<file path="src/rtl/sbs_pkg.sv">
package sbs_pkg;

  // program position held by the control state machine
  typedef enum logic [1:0] {
    PH_SETOP = 2'd0,
    PH_ADDR  = 2'd1,
    PH_BURST = 2'd2,
    PH_DONE  = 2'd3
  } phase_e;

  // strobes from control to datapath
  typedef struct packed {
    phase_e phase;
    logic   cntClr;
    logic   cntInc;
  } seqStrobe_t;

  localparam int OPC_W = 8;
  localparam int LEN_W = 8;

endpackage

</file>
<file path="src/rtl/sbs_ctrl.sv">
module sbs_ctrl
  import sbs_pkg::*;
(
  input  logic       clk,
  input  logic       rst,
  input  logic       instrRead,
  input  logic       instrValid,
  input  logic       lastSample,
  output seqStrobe_t strobe
);

  phase_e phase;
  phase_e phaseNext;
  logic   accept;

  assign accept = instrRead & instrValid;

  always_comb begin
    phaseNext = phase;
    unique case (phase)
      PH_SETOP: if (accept) phaseNext = PH_ADDR;
      PH_ADDR:  if (accept) phaseNext = PH_BURST;
      PH_BURST: if (accept && lastSample) phaseNext = PH_DONE;
      PH_DONE:  phaseNext = PH_DONE;
      default:  phaseNext = PH_SETOP;
    endcase
  end

  always_ff @(posedge clk) begin
    if (rst) phase <= PH_SETOP;
    else     phase <= phaseNext;
  end

  always_comb begin
    strobe.phase  = phase;
    strobe.cntClr = (phase == PH_SETOP);
    strobe.cntInc = (phase == PH_BURST) && accept;
  end

endmodule

</file>
<file path="src/rtl/sbs_datapath.sv">
module sbs_datapath
  import sbs_pkg::*;
#(
  parameter int              WORD_W       = 32,
  parameter int              SAMPLE_LIMIT = 1024,
  parameter int              BURST_WORDS  = 8,
  parameter logic [WORD_W-1:0] START_ADDR = 32'h0000_4000,
  parameter logic [OPC_W-1:0]  SETOP_OPC  = 8'h10,
  parameter logic [OPC_W-1:0]  BURST_OPC  = 8'h24,
  parameter logic [OPC_W-1:0]  STALL_OPC  = 8'h0F
) (
  input  logic              clk,
  input  logic              rst,
  input  seqStrobe_t        strobe,
  input  logic              sensorValid,
  output logic [WORD_W-1:0] progWord,
  output logic              progCtl,
  output logic              instrValid,
  output logic              lastSample
);

  localparam int CNT_W = $clog2(SAMPLE_LIMIT + 1);
  localparam int PAD_W = WORD_W - OPC_W - LEN_W;
  localparam logic [CNT_W-1:0] LAST_CNT = CNT_W'(SAMPLE_LIMIT - 1);

  localparam logic [WORD_W-1:0] SETOP_WORD = {SETOP_OPC, LEN_W'(1), {PAD_W{1'b0}}};
  localparam logic [WORD_W-1:0] BURST_WORD = {BURST_OPC, LEN_W'(BURST_WORDS), {PAD_W{1'b0}}};
  localparam logic [WORD_W-1:0] STALL_WORD = {STALL_OPC, LEN_W'(0), {PAD_W{1'b0}}};

  logic [CNT_W-1:0] sampleCnt;

  always_ff @(posedge clk) begin
    if (rst || strobe.cntClr) sampleCnt <= '0;
    else if (strobe.cntInc)   sampleCnt <= sampleCnt + 1'b1;
  end

  assign lastSample = (sampleCnt == LAST_CNT);

  always_comb begin
    progWord   = STALL_WORD;
    progCtl    = 1'b0;
    instrValid = 1'b0;
    unique case (strobe.phase)
      PH_SETOP: begin progWord = SETOP_WORD; progCtl = 1'b1; instrValid = 1'b1;        end
      PH_ADDR:  begin progWord = START_ADDR; progCtl = 1'b0; instrValid = 1'b1;        end
      PH_BURST: begin progWord = BURST_WORD; progCtl = 1'b1; instrValid = sensorValid; end
      PH_DONE:  begin progWord = STALL_WORD; progCtl = 1'b0; instrValid = 1'b0;        end
      default:  begin progWord = STALL_WORD; progCtl = 1'b0; instrValid = 1'b0;        end
    endcase
  end

endmodule

</file>
<file path="src/rtl/sensorBurstSeq.sv">
module sensorBurstSeq #(
  parameter int          WORD_W       = 32,
  parameter int          SAMPLE_LIMIT = 1024,
  parameter int          BURST_WORDS  = 8,
  parameter logic [31:0] START_ADDR   = 32'h0000_4000,
  parameter logic [7:0]  SETOP_OPC    = 8'h10,
  parameter logic [7:0]  BURST_OPC    = 8'h24,
  parameter logic [7:0]  STALL_OPC    = 8'h0F
) (
  input  logic              clk,
  input  logic              rst,
  input  logic              instrRead,
  input  logic              sensorValid,
  output logic [WORD_W-1:0] progWord,
  output logic              progCtl,
  output logic              instrValid
);

  sbs_pkg::seqStrobe_t strobe;
  logic lastSample;

  sbs_ctrl u_ctrl (
    .clk        (clk),
    .rst        (rst),
    .instrRead  (instrRead),
    .instrValid (instrValid),
    .lastSample (lastSample),
    .strobe     (strobe)
  );

  sbs_datapath #(
    .WORD_W       (WORD_W),
    .SAMPLE_LIMIT (SAMPLE_LIMIT),
    .BURST_WORDS  (BURST_WORDS),
    .START_ADDR   (WORD_W'(START_ADDR)),
    .SETOP_OPC    (SETOP_OPC),
    .BURST_OPC    (BURST_OPC),
    .STALL_OPC    (STALL_OPC)
  ) u_dp (
    .clk         (clk),
    .rst         (rst),
    .strobe      (strobe),
    .sensorValid (sensorValid),
    .progWord    (progWord),
    .progCtl     (progCtl),
    .instrValid  (instrValid),
    .lastSample  (lastSample)
  );

endmodule

</file>
<file path="config.mk">
export PLATFORM = sky130hd
export DESIGN_NAME = sensorBurstSeq
export DESIGN_NICKNAME = d
export VERILOG_FILES = /design/src/rtl/sbs_pkg.sv /design/src/rtl/sbs_ctrl.sv /design/src/rtl/sbs_datapath.sv /design/src/rtl/sensorBurstSeq.sv
export SDC_FILE = /design/constraint.sdc
export NUM_CORES = 1
export LEC_CHECK = 0
export BUFFER_PORTS_ARGS = -buffer_cell sky130_fd_sc_hd__clkbuf_2
export CAP_MARGIN = 20
export CORE_UTILIZATION = 41
export DETAILED_ROUTE_END_ITERATION = 8
export HOLD_SLACK_MARGIN = 0.03
export PLACE_DENSITY = 0.79
export SYNTH_ARGS = -nofsm -noshare
export SYNTH_HDL_FRONTEND = slang
export SYNTH_SLANG_ARGS = --single-unit
</file>
<file path="constraint.sdc">
create_clock -name clk -period 3 [get_ports clk]
set_clock_uncertainty 0.15 [all_clocks]
set_input_delay 0.15 -clock clk [delete_from_list [all_inputs] [get_ports clk]]
set_output_delay 0.15 -clock clk [all_outputs]
set_load 0.02 [all_outputs]
</file>
==> flow_summary.json <==
{
  "status": "completed",
  "seqCellArea_um2": 260,
  "drc_errors": 0,
  "grt_max_degree": 18,
  "synth_common_cells": "buf_4 (27), dfxtp_1 (13), a21oi_1 (8)",
  "tns_ps": 0,
  "grt_util_met3_pct": 2.80,
  "synth_compound_area_share_pct": 10.7,
  "die_area_um2": 2410,
  "antenna_cells": 0,
  "critPathMaxFanout": 17,
  "die_width_um": 49.1,
  "numCtsBuffers": 3,
  "yosys.cell_types.count": 30,
  "avgSynthCellArea_um2": 8.33,
  "use_met1_pct": 14.2,
  "cts_root_buf": "clkbuf_4",
  "insertion_delay_ps": 290,
  "final_util_pct": 44.5,
  "hp-class": "in -> reg",
  "yosys_warnings": 0,
  "grt_pass1_wl_mm": 2.34,
  "hpwl_mm": 1.08,
  "ys.flop_type": "dfxtp_1",
  "crit_type": "reg -> reg",
  "portBuffers": 14,
  "gr-max-usage-layer": "met2",
  "clock-sinks": 13,
  "finish.net_count": 124,
  "synth_edf_count": 0,
  "hold_viol_final": 0,
  "drtIter0Drc": 5,
  "fill_cells": 209,
  "synth.area.mux_share_pct": 4.41,
  "gr-usage-met2_pct": 21.0,
  "synthAdderAreaFrac_pct": 1.38,
  "setup_violations": 0,
  "boundaryPins": 38,
  "place_congestion": 0.797,
  "crit_path_start_kind": "register",
  "viasPerCell": 4.74,
  "die_y_um": 49.1,
  "slowest_stage": "or4_1",
  "clockBufferDepth": 2,
  "areaGrowthSynthToFinish_pct": -0.964,
  "ant_nets": 0,
  "period_minus_slack_ps": 1700,
  "rsz0062_at_grt": "false",
  "slew_violations": 0,
  "drive_gt1_share_pct": 18.6,
  "totalWireLength_mm": 1.40,
  "asyncSetResetFlopFracSynth_pct": 0,
  "p_per_area_nw_per_um2": 429,
  "synth.area.top_cells": "dfxtp_1 (29%), buf_4 (22%), or4_1 (5.0%)",
  "antenna_found_initial": 0,
  "num_vias": 688,
  "start_util_pct": 44.9,
  "synth_top_family_by_area": "buffers and inverters",
  "worstPathRequired_ps": 3070,
  "cp.arrival_ps": 1770,
  "drtPass1Iterations": 4,
  "netlist_area_um2": 908,
  "gr-usage-all-layers_pct": 12.9,
  "drv_cap": 0,
  "fmax_mhz": 587,
  "htreeDepth": 1,
  "vdd_drop_max_mv": 0.193,
  "synth-xor-area-share_pct": 1.93,
  "synth-simple-area-share_pct": 24.5,
  "synth_most_common_cell": "buf_4",
  "synth_top_area_share_pct": 28.7,
  "grt_overflow": 0,
  "path_cells": "nand4b_4, or4_1, a21oi_1",
  "synth_top_area_cell": "dfxtp_1",
  "multiInputGateArea_um2": 477,
  "synth-seq-cells": 13,
  "cts_resized": 0,
  "period_share_pct": 56.8,
  "first_global_vias": 526,
  "path_clk_slew_ps": 90,
  "core_um2": 2020,
  "syn_inst": 109,
  "critPathMaxStageDelay_ps": 530,
  "rows": 16,
  "ys_seq_area_share_pct": 28.7,
  "tritoncts": "yes",
  "cp-end-kind": "register",
  "wl_per_cell_um": 9.63,
  "leakage_nw": 0.363
}
kinds of logic after synthesis:
kind of cell               Yosys count
AOI/OAI and AO/OA                   16
xor gates and xnor gates             2
adders and majority gates            1
buffers and inverters               38
DFF                                 13
muxes                                4
other                                1
and+or+nand+nor                     34
through the flow:
step                hold slack (ps)  area (um2)  std cells  total power, W  worst slack [ps]
detailed placement              212         863        140        0.000274              1320
finish                         37.5         900        145        0.000386              1300
CTS                            46.1         900        145        0.000388              1290
floorplan                      69.1         991        131        0.000288              1490
global route                   65.1         900        145        0.000405              1220
global placement                211         863        140        0.000272              1380
layout make-up:
cell class,count,share of cell area (%)
clock buffers,4,2.92
flip-flops and latches,13,28.9
inverters,6,2.50
multi-input cells,80,53.0
well taps,27,3.76
repair buffers,15,8.90
worst paths after layout:
| path | startpoint | endpoint | slack (ps) | depth (start not counted) |
|---|---|---|---|---|
| hold / removal | instrRead | u_ctrl.phase[1]$_SDFFE_PP0P_ | 40 | 3 |
| setup reg to reg | u_ctrl.phase[1]$_SDFFE_PP0P_ | u_dp.sampleCnt[3]$_SDFFE_PP0P_ | 1300 | 3 |
| setup / recovery | u_ctrl.phase[1]$_SDFFE_PP0P_ | u_dp.sampleCnt[3]$_SDFFE_PP0P_ | 1300 | 3 |
| hold reg to reg | u_dp.sampleCnt[9]$_SDFFE_PP0P_ | u_dp.sampleCnt[9]$_SDFFE_PP0P_ | 320 | 2 |
registers in the layout (all words and copies together), names as in the netlist:
signal / count
u_ctrl.phase: 2
u_dp.sampleCnt: 11
worst max-delay path: cells and delay by family, from the launching register on:
kind | cells | cell delay, ps
and+or+nand+nor | 2 | 820
DFF | 1 | 520
AOI/OAI and AO/OA | 1 | 140
placed cells by master, fill, tap and decap left out, types with 2 or more instances in the layout:
cell type  instances
o31ai_1            5
nand3_1            2
nor4_1             2
o21ai_0            2
inv_1              6
nor2b_1            2
mux2i_1            4
dfxtp_1           13
a21oi_1            8
clkbuf_4           3
nand2_1            7
nand2b_1           2
conb_1            23
or4_1              6
nor2_1             5
clkbuf_2          14
report_power, final:
part	internal, W	leakage (nW)	switching, W
Sequential	0.000175	0.105	0.00000719
Clock	0.0000517	0.0150	0.0000628
Combinational	0.0000234	0.243	0.0000649
Total	0.000251	0.363	0.000135
metal layers:
metal  vias to the layer above  share of wire, %
met1                       315                43
met5                         -                 0
li1                        339                 -
met3                         5               3.5
met2                        29                50
met4                         0               3.4
repair_timing:
action | 4_1_cts | 5_1_grt
endpoints found under the setup margin | 0 | 0
endpoints found under the hold margin | 2 | 0
setup buffers | 0 | 0
hold buffers | 1 | 0
Note: power is estimated with default switching activity, not from simulation.
